### config.mk
export PLATFORM = sky130hd
export DESIGN_NAME = lpm_sequencer
export DESIGN_NICKNAME = d
export VERILOG_FILES = /design/src/rtl/lpm_pkg.sv /design/src/rtl/lpm_regs.sv /design/src/rtl/lpm_fsm.sv /design/src/rtl/lpm_outmux.sv /design/src/rtl/lpm_sequencer.sv
export SDC_FILE = /design/constraint.sdc
export NUM_CORES = 1
export LEC_CHECK = 0
export ABC_AREA = 0
export BUFFER_PORTS_ARGS = -buffer_cell sky130_fd_sc_hd__buf_2
export CAP_MARGIN = 0
export CORE_AREA = 2 2 47 49
export DETAILED_ROUTE_END_ITERATION = 10
export DIE_AREA = 0 0 49 51
export GPL_TIMING_DRIVEN = 0
export PLACE_DENSITY = 0.89
export SYNTH_ARGS = -nofsm -noshare
export SYNTH_HDL_FRONTEND = slang
export SYNTH_HIERARCHICAL = 1
export SYNTH_SLANG_ARGS = --single-unit
export TNS_END_PERCENT = 5
### constraint.sdc
create_clock -name clk -period 3.42 [get_ports clk]
set_input_delay 0.342 -clock clk [delete_from_list [all_inputs] [get_ports clk]]
set_output_delay 0.342 -clock clk [all_outputs]
set_load 0.05 [all_outputs]
### src/rtl/lpm_pkg.sv
package lpm_pkg;

    typedef enum logic [1:0] {
        MS_RUN   = 2'b00,
        MS_IDLE  = 2'b01,
        MS_STOP1 = 2'b10,
        MS_STOP2 = 2'b11
    } mode_stat_t;

    localparam logic [1:0] SEL_IDLE  = 2'b00;
    localparam logic [1:0] SEL_STOP1 = 2'b01;
    localparam logic [1:0] SEL_STOP2 = 2'b10;
    localparam logic [1:0] SEL_BAD   = 2'b11;

    typedef enum logic [2:0] {
        ST_RUN,
        ST_IDLE,
        ST_STOP1,
        ST_STOP2,
        ST_WAKE_PWR,
        ST_WAKE_CLK
    } lp_state_t;

endpackage

### src/rtl/lpm_regs.sv
module lpm_regs #(
    parameter int DATA_W     = 8,
    parameter int NUM_PERIPH = 4,
    parameter logic [NUM_PERIPH-1:0] PCLK_RESET = '0
) (
    input  logic                  clk,
    input  logic                  rst_n,
    input  logic                  cfg_we,
    input  logic                  cfg_addr,
    input  logic [DATA_W-1:0]     cfg_wdata,
    input  logic                  bad_wfi,
    output logic [1:0]            sel_q,
    output logic [NUM_PERIPH-1:0] pclk_q,
    output logic                  sel_err
);
    logic unused_wdata;
    assign unused_wdata = ^cfg_wdata;

    always_ff @(posedge clk or negedge rst_n) begin
        if (!rst_n) begin
            sel_q   <= 2'b00;
            pclk_q  <= PCLK_RESET;
            sel_err <= 1'b0;
        end else begin
            if (cfg_we && !cfg_addr) begin
                sel_q <= cfg_wdata[1:0];
            end
            if (cfg_we && cfg_addr) begin
                pclk_q <= cfg_wdata[NUM_PERIPH-1:0];
            end
            if (bad_wfi) begin
                sel_err <= 1'b1;
            end else if (cfg_we && !cfg_addr) begin
                sel_err <= 1'b0;
            end
        end
    end
endmodule

### src/rtl/lpm_fsm.sv
module lpm_fsm
    import lpm_pkg::*;
#(
    parameter int WAKE_STEPS = 3
) (
    input  logic       clk,
    input  logic       rst_n,
    input  logic       wfi_strobe,
    input  logic [1:0] sel,
    input  logic       wake_req,
    output lp_state_t  state,
    output mode_stat_t mode_status,
    output logic       bad_wfi,
    output logic       wake_ready
);
    localparam int CNT_W = (WAKE_STEPS > 1) ? $clog2(WAKE_STEPS) : 1;
    localparam logic [CNT_W-1:0] CNT_LAST = CNT_W'(WAKE_STEPS - 1);

    lp_state_t        st_q, st_n;
    logic [CNT_W-1:0] cnt_q, cnt_n;
    mode_stat_t       exit_q;
    logic             ready_q, ready_n;

    // next-state process
    always_comb begin
        st_n    = st_q;
        cnt_n   = cnt_q;
        bad_wfi = 1'b0;
        ready_n = 1'b0;
        unique case (st_q)
            ST_RUN: begin
                if (wfi_strobe) begin
                    if (sel == SEL_BAD) begin
                        bad_wfi = 1'b1;
                    end else if (!wake_req) begin
                        if (sel == SEL_IDLE)       st_n = ST_IDLE;
                        else if (sel == SEL_STOP1) st_n = ST_STOP1;
                        else                       st_n = ST_STOP2;
                    end
                end
            end
            ST_IDLE: begin
                if (wake_req) st_n = ST_RUN;
            end
            ST_STOP1: begin
                if (wake_req) begin
                    st_n  = ST_WAKE_CLK;
                    cnt_n = '0;
                end
            end
            ST_STOP2: begin
                if (wake_req) begin
                    st_n  = ST_WAKE_PWR;
                    cnt_n = '0;
                end
            end
            ST_WAKE_PWR: begin
                if (cnt_q == CNT_LAST) begin
                    st_n  = ST_WAKE_CLK;
                    cnt_n = '0;
                end else begin
                    cnt_n = cnt_q + 1'b1;
                end
            end
            ST_WAKE_CLK: begin
                if (cnt_q == CNT_LAST) begin
                    st_n    = ST_RUN;
                    ready_n = 1'b1;
                end else begin
                    cnt_n = cnt_q + 1'b1;
                end
            end
            default: st_n = ST_RUN;
        endcase
    end

    // state register process
    always_ff @(posedge clk or negedge rst_n) begin
        if (!rst_n) begin
            st_q    <= ST_RUN;
            cnt_q   <= '0;
            exit_q  <= MS_RUN;
            ready_q <= 1'b0;
        end else begin
            st_q    <= st_n;
            cnt_q   <= cnt_n;
            ready_q <= ready_n;
            if (st_q == ST_STOP1)      exit_q <= MS_STOP1;
            else if (st_q == ST_STOP2) exit_q <= MS_STOP2;
        end
    end

    // status output process
    always_comb begin
        unique case (st_q)
            ST_RUN:   mode_status = MS_RUN;
            ST_IDLE:  mode_status = MS_IDLE;
            ST_STOP1: mode_status = MS_STOP1;
            ST_STOP2: mode_status = MS_STOP2;
            default:  mode_status = exit_q;
        endcase
    end

    assign state      = st_q;
    assign wake_ready = ready_q;
endmodule

### src/rtl/lpm_outmux.sv
module lpm_outmux
    import lpm_pkg::*;
#(
    parameter int NUM_PERIPH = 4
) (
    input  lp_state_t             state,
    input  logic [NUM_PERIPH-1:0] pclk_q,
    output logic                  core_clk_en,
    output logic [NUM_PERIPH-1:0] periph_clk_en,
    output logic                  core_pwr_en,
    output logic                  periph_pwr_en
);
    logic pclk_open;

    always_comb begin
        core_clk_en   = 1'b0;
        pclk_open     = 1'b0;
        core_pwr_en   = 1'b1;
        periph_pwr_en = 1'b1;
        unique case (state)
            ST_RUN: begin
                core_clk_en = 1'b1;
                pclk_open   = 1'b1;
            end
            ST_IDLE:     pclk_open = 1'b1;
            ST_STOP1:    ;
            ST_STOP2: begin
                core_pwr_en   = 1'b0;
                periph_pwr_en = 1'b0;
            end
            ST_WAKE_PWR: ;
            ST_WAKE_CLK: pclk_open = 1'b1;
            default: begin
                core_clk_en = 1'b1;
                pclk_open   = 1'b1;
            end
        endcase
    end

    for (genvar i = 0; i < NUM_PERIPH; i++) begin : g_pgate
        assign periph_clk_en[i] = pclk_open & pclk_q[i];
    end
endmodule

### src/rtl/lpm_sequencer.sv
module lpm_sequencer
    import lpm_pkg::*;
#(
    parameter int DATA_W     = 8,
    parameter int NUM_PERIPH = 4,
    parameter int NUM_IRQ    = 8,
    parameter int NUM_AON    = 7,
    parameter int WAKE_STEPS = 3,
    parameter logic [NUM_PERIPH-1:0] PCLK_RESET = '0
) (
    input  logic                  clk,
    input  logic                  rst_n,
    input  logic                  cfg_we,
    input  logic                  cfg_addr,
    input  logic [DATA_W-1:0]     cfg_wdata,
    input  logic                  wfi_strobe,
    input  logic                  wfe_strobe,
    input  logic                  deep_sleep_hint,
    input  logic [NUM_IRQ-1:0]    irq_pending,
    input  logic [NUM_IRQ-1:0]    wake_mask,
    output logic                  core_clk_en,
    output logic [NUM_PERIPH-1:0] periph_clk_en,
    output logic                  core_pwr_en,
    output logic                  periph_pwr_en,
    output logic [NUM_AON-1:0]    aon_pwr_en,
    output logic [1:0]            mode_status,
    output logic                  sel_err,
    output logic                  wake_ready
);
    lp_state_t             state;
    mode_stat_t            mstat;
    logic [1:0]            sel_q;
    logic [NUM_PERIPH-1:0] pclk_q;
    logic                  bad_wfi;
    logic                  wake_req;

    // event strobe and deep-sleep hint are intentionally not decoded
    logic unused_hints;
    assign unused_hints = wfe_strobe ^ deep_sleep_hint;

    assign wake_req   = |(irq_pending & wake_mask);
    assign aon_pwr_en = '1;
    assign mode_status = mstat;

    lpm_regs #(
        .DATA_W     (DATA_W),
        .NUM_PERIPH (NUM_PERIPH),
        .PCLK_RESET (PCLK_RESET)
    ) u_regs (
        .clk       (clk),
        .rst_n     (rst_n),
        .cfg_we    (cfg_we),
        .cfg_addr  (cfg_addr),
        .cfg_wdata (cfg_wdata),
        .bad_wfi   (bad_wfi),
        .sel_q     (sel_q),
        .pclk_q    (pclk_q),
        .sel_err   (sel_err)
    );

    lpm_fsm #(
        .WAKE_STEPS (WAKE_STEPS)
    ) u_fsm (
        .clk         (clk),
        .rst_n       (rst_n),
        .wfi_strobe  (wfi_strobe),
        .sel         (sel_q),
        .wake_req    (wake_req),
        .state       (state),
        .mode_status (mstat),
        .bad_wfi     (bad_wfi),
        .wake_ready  (wake_ready)
    );

    lpm_outmux #(
        .NUM_PERIPH (NUM_PERIPH)
    ) u_out (
        .state         (state),
        .pclk_q        (pclk_q),
        .core_clk_en   (core_clk_en),
        .periph_clk_en (periph_clk_en),
        .core_pwr_en   (core_pwr_en),
        .periph_pwr_en (periph_pwr_en)
    );
endmodule

* Yosys cells after proc, flatten, opt, wreduce, memory -nomap -nowiden
Index checks and enable logic that the tools add are counted.
Word-level totals: input port bits 31, word-level logic and storage cells 73, bits in registers 15
Cells by class: add/subtract/negate cells 1, reductions and logical operators 14, equality and inequality tests 18, muxes and demuxes 28, bitwise gates (word level) 5
Operators with widths (count):
- $mux W3 | 9
- $pmux W3 S6 | 1
- $ne A2 B1 Y1 const B | 6
- $mux W1 | 11
- $mux W2 | 5
- $and A8 B8 Y8 | 1
- $ne A2 B2 Y1 const B | 4
- $pmux W2 S4 | 1
- $reduce_and A8 Y1 | 1
- $reduce_or A8 Y1 | 1
- $eq A3 B2 Y1 const B | 2
- $eq A3 B3 Y1 const B | 2
- $pmux W2 S3 | 1
- $reduce_or A5 Y1 | 1
- $and A1 B1 Y1 | 4
- $eq A2 B2 Y1 const B | 2
- $reduce_bool A2 Y1 | 2
- $eq A3 B1 Y1 const B | 1
- $logic_not A3 Y1 | 1
- $reduce_and A3 Y1 | 1
- $reduce_bool A3 Y1 | 1
- $reduce_or A3 Y1 | 1
- $add A2 B1 Y2 const B | 1
- $eq A2 B1 Y1 const B | 1
- other kinds (4) | 5

* Logic depth before layout (Yosys ltp)
depth in word-level cells 7, gate-level depth with buffers 5, mapped depth without buffers 5

* Cells and area by module
Netlist, hierarchy kept.
Modules (own cells, without submodules):
- lpm_fsm | cells an instance 47, instances 1, area each 452.9 sq um
- lpm_regs | cells an instance 17, instances 1, area each 266.5 sq um
- lpm_sequencer | cells an instance 13, instances 1, area each 92.6 sq um
- lpm_outmux | cells an instance 10, instances 1, area each 76.3 sq um

* Worst setup path after synthesis
Ideal clock, no wire load.
path kind register to output, from register u_fsm.st_q[1], in the netlist u_fsm/state[1], to output periph_clk_en[0], setup slack 1.287 ns, cell stages (with the launch flop) 3, arrival 1.791 ns, path buffers 0, path through dfrtp_1 > nor2b_1 > nor3b_1
Between the ends: cells in the longest elaborated chain, start to end 4, elaborated cells on any way between the ends 6, classes of those cells eq/ne: 3; mux: 1; bitwise: 1; reduce/logical: 1
RTL lines:
- from (decl) | RTL line lpm_fsm.sv:19 | lp_state_t st_q, st_n;
- from (signal assigned) | RTL line lpm_fsm.sv:85 | st_q <= st_n;
- $eq A3 B3 Y1 or $eq A3 B2 Y1 (tied branches) | RTL line lpm_outmux.sv:20 | unique case (state)
- $reduce_or A3 Y1 (no line) (*)
- $mux W1 (*) | RTL line lpm_outmux.sv:20
- $and A1 B1 Y1 (*) | RTL line lpm_outmux.sv:41 | assign periph_clk_en[i] = pclk_open & pclk_q[i];
- to (decl) | RTL line lpm_sequencer.sv:22 | output logic [NUM_PERIPH-1:0] periph_clk_en,
Mark *: on every way between the ends. The rest lies on a longest branch, timed or not.

* Worst setup path in the final report
from register u_fsm.st_q[1], in the netlist u_fsm/state[1], to output periph_clk_en[2]
Same word-level chain as after synthesis.

==> results.json <==
{
  "tns_ps": 0,
  "synthDistinctLibCells": 30,
  "hold_viol": 0,
  "port_buffers": 35,
  "mappedNetlistArea_um2": 888.4,
  "cp.required_ps": 3080,
  "wl_um": 1737,
  "finalMaxSlewViolations": 0,
  "yosys.area.top_type": "dfrtp_1",
  "start_util_pct": 43.06,
  "stdcell_count": 161,
  "setup_viol": 0,
  "p_switching_uw": 410.1,
  "synth_area_leaders": "dfrtp_1 (42%), buf_4 (6.8%), mux2_1 (5.1%), a22oi_1 (4.2%), ha_1 (4.2%)",
  "grt_pass1_wl_um": 3215,
  "reg2reg_depth": 4,
  "grtUsageTotal_pct": 16.79,
  "path_max_fanout": 11,
  "end_kind": "output port",
  "synth_seq_cells": 15,
  "wire_per_inst_um": 10.79,
  "rsz0062_at_grt": "no",
  "p_comb_share_pct": 55.6,
  "yosys_warnings": 6,
  "crit_type": "flop to output port",
  "skew_ps": 2.862,
  "htree_num_levels": 1,
  "dp_hpwl_um": 1369,
  "synthFlopType": "dfrtp_1",
  "dieHeight_um": 51,
  "dr.pass1.iters": 4,
  "post_cts_resized": 0,
  "fin_area_um2": 1157,
  "clkSinkCount": 15,
  "die_w_um": 49,
  "final_nets": 168,
  "hold_path_depth": 2,
  "crit_arrival_ps": 1490,
  "vias": 742,
  "via_per_inst": 4.609,
  "area_growth_pct": 30.28,
  "ant_nets": 0,
  "mostFrequentLayoutCells": "buf_2 (36), dfrtp_1 (15), buf_4 (8), nand2_1 (8), conb_1 (7)",
  "root_buffer": "clkbuf_4",
  "cts.clk_slew.worst_paths_ps": 80,
  "n_antenna_cell": 0,
  "ir_drop_mv": 0.4172,
  "switching_share_pct": 48.88,
  "power.total_uw": 839.1,
  "antenna_found_initial": 0,
  "p_int_uw": 428.9,
  "syn_avg_cell_area_um2": 10.21,
  "core_area_um2": 2063,
  "place_area_um2": 1121,
  "p_seq_share_pct": 32.9,
  "die_area_um2": 2499,
  "start_kind": "flop",
  "std_cell_rows": 17,
  "async_reset_ff_share_pct": 100.0,
  "hold_path.class": "input pin to flop",
  "ios": 49,
  "final_common_cell": "buf_2",
  "grt_max_degree": 16,
  "clockBufferDepth": 2,
  "grt_pass1_vias": 794,
  "finalCritPeriodShare_pct": 53.57,
  "drive_above_1_share_pct": 39.85,
  "leakagePower_nw": 0.5916,
  "cts_tree": "built",
  "final_util_pct": 56.09,
  "power-per-cell-area_nw_per_um2": 725.0,
  "status": "finished clean",
  "drcViolationCount": 0,
  "synth_top_cell_area_share_pct": 42.25,
  "insertion_delay_ps": 270,
  "max_freq_mhz": 545.8,
  "synth_edf_count": 0,
  "cts_buffers": 3,
  "clkPwrFrac_pct": 11.5,
  "dpl.cell_count": 156,
  "period_needed_ps": 1832,
  "seq_area_frac_synth_pct": 42.25,
  "grt-ovfl-total": 0,
  "gp_routability_congestion": 0.7446,
  "dr.first_iter.drc_count": 9,
  "syn_inst": 87,
  "max-cap-violations": 0,
  "fillCellCount": 189
}
-- logic make-up (layout without fill, tap and decap cells) --
family / Yosys count / count (layout) / synth area share [%]
other: 1 / 7 / 0.4221
AOI/OAI and AO/OA: 14 / 14 / 11.13
buffers and inverters: 14 / 54 / 9.437
muxes: 9 / 9 / 11.13
xor gates and xnor gates: 1 / 1 / 0.9861
adders and majority gates: 3 / 3 / 4.226
DFF: 15 / 15 / 42.25
and+or+nand+nor: 30 / 30 / 20.42
-- area by class of cell --
type | count | area (um2) | area share (%)
multi-input combinational | 64 | 451.7 | 39.03
tap | 28 | 35.03 | 3.027
inverter | 5 | 18.77 | 1.622
sequential | 15 | 375.4 | 32.43
timing repair buffer | 36 | 185.2 | 16.00
buffer | 9 | 65.06 | 5.622
clock buffer | 4 | 26.28 | 2.270
-- power groups by stage --
| stage | Clock, mW | Sequential [mW] | Combinational [mW] |
|---|---|---|---|
| detailed placement | 0 | 0.279 | 0.466 |
| finish | 0.0969 | 0.276 | 0.466 |
| CTS | 0.102 | 0.276 | 0.468 |
| global route | 0.110 | 0.285 | 0.511 |
| global placement | 0 | 0.274 | 0.448 |
| floorplan | 0 | 0.283 | 0.355 |
-- worst paths after layout --
path / start / end / slack [ps]
worst max-delay path: u_fsm/state[1] / periph_clk_en[2] / 1590
worst min-delay path: cfg_wdata[2] / u_regs/pclk_q[2] / 280
worst max register to register: u_fsm/state[2] / u_fsm/cnt_q[0] / 1890
worst min register to register: u_fsm/exit_q[1] / u_fsm/exit_q[1] / 480
max in group asynchronous: rst_n / u_fsm/exit_q[0] / 2670
min in group asynchronous: rst_n / u_regs/pclk_q[3] / 510
-- state kept, by name, indices dropped and copies added, names as in the netlist --
| signal | cells |
|---|---|
| u_regs/sel_err | 1 |
| u_fsm/cnt_q | 2 |
| u_regs/sel_q | 2 |
| u_fsm/state | 3 |
| u_regs/pclk_q | 4 |
| u_fsm/exit_q | 2 |
| u_fsm/wake_ready | 1 |
-- synth_stat cells, types with 3 or more instances --
cell / number
dfrtp_1: 15
buf_4: 8
nand2_1: 8
a22oi_1: 5
inv_1: 5
mux2_1: 4
nor2b_1: 4
nor3b_1: 4
o21ai_0: 4
ha_1: 3
mux2_2: 3
nand2b_1: 3
nor3_1: 3
-- worst max-delay path, stage by stage, from the launching register on --
cell	delay [ps]
dfrtp_1	500
nor2b_1	220
nor3b_1	200
buf_2	300
-- per-stage QoR --
| stage | setup WS [ps] | hold slack [ps] |
|---|---|---|
| detailed placement | 1800 | 260.7 |
| floorplan | 1287 | 46.41 |
| global placement | 1886 | 254.1 |
| finish | 1588 | 281.6 |
| global route | 1454 | 270.9 |
| CTS | 1574 | 275.7 |
-- repair_timing --
action / CTS / global route
hold endpoints to repair: 15 / 0
setup buffers: 0 / 0
hold buffers: 1 / 0
-- layer usage --
metal,GRT usage (%),routed length (um)
met5,0,0
met3,1.754,133
met1,19.81,729
met4,8.571,24
met2,30.37,850
No activity file was read; power rests on OpenSTA's default activity.
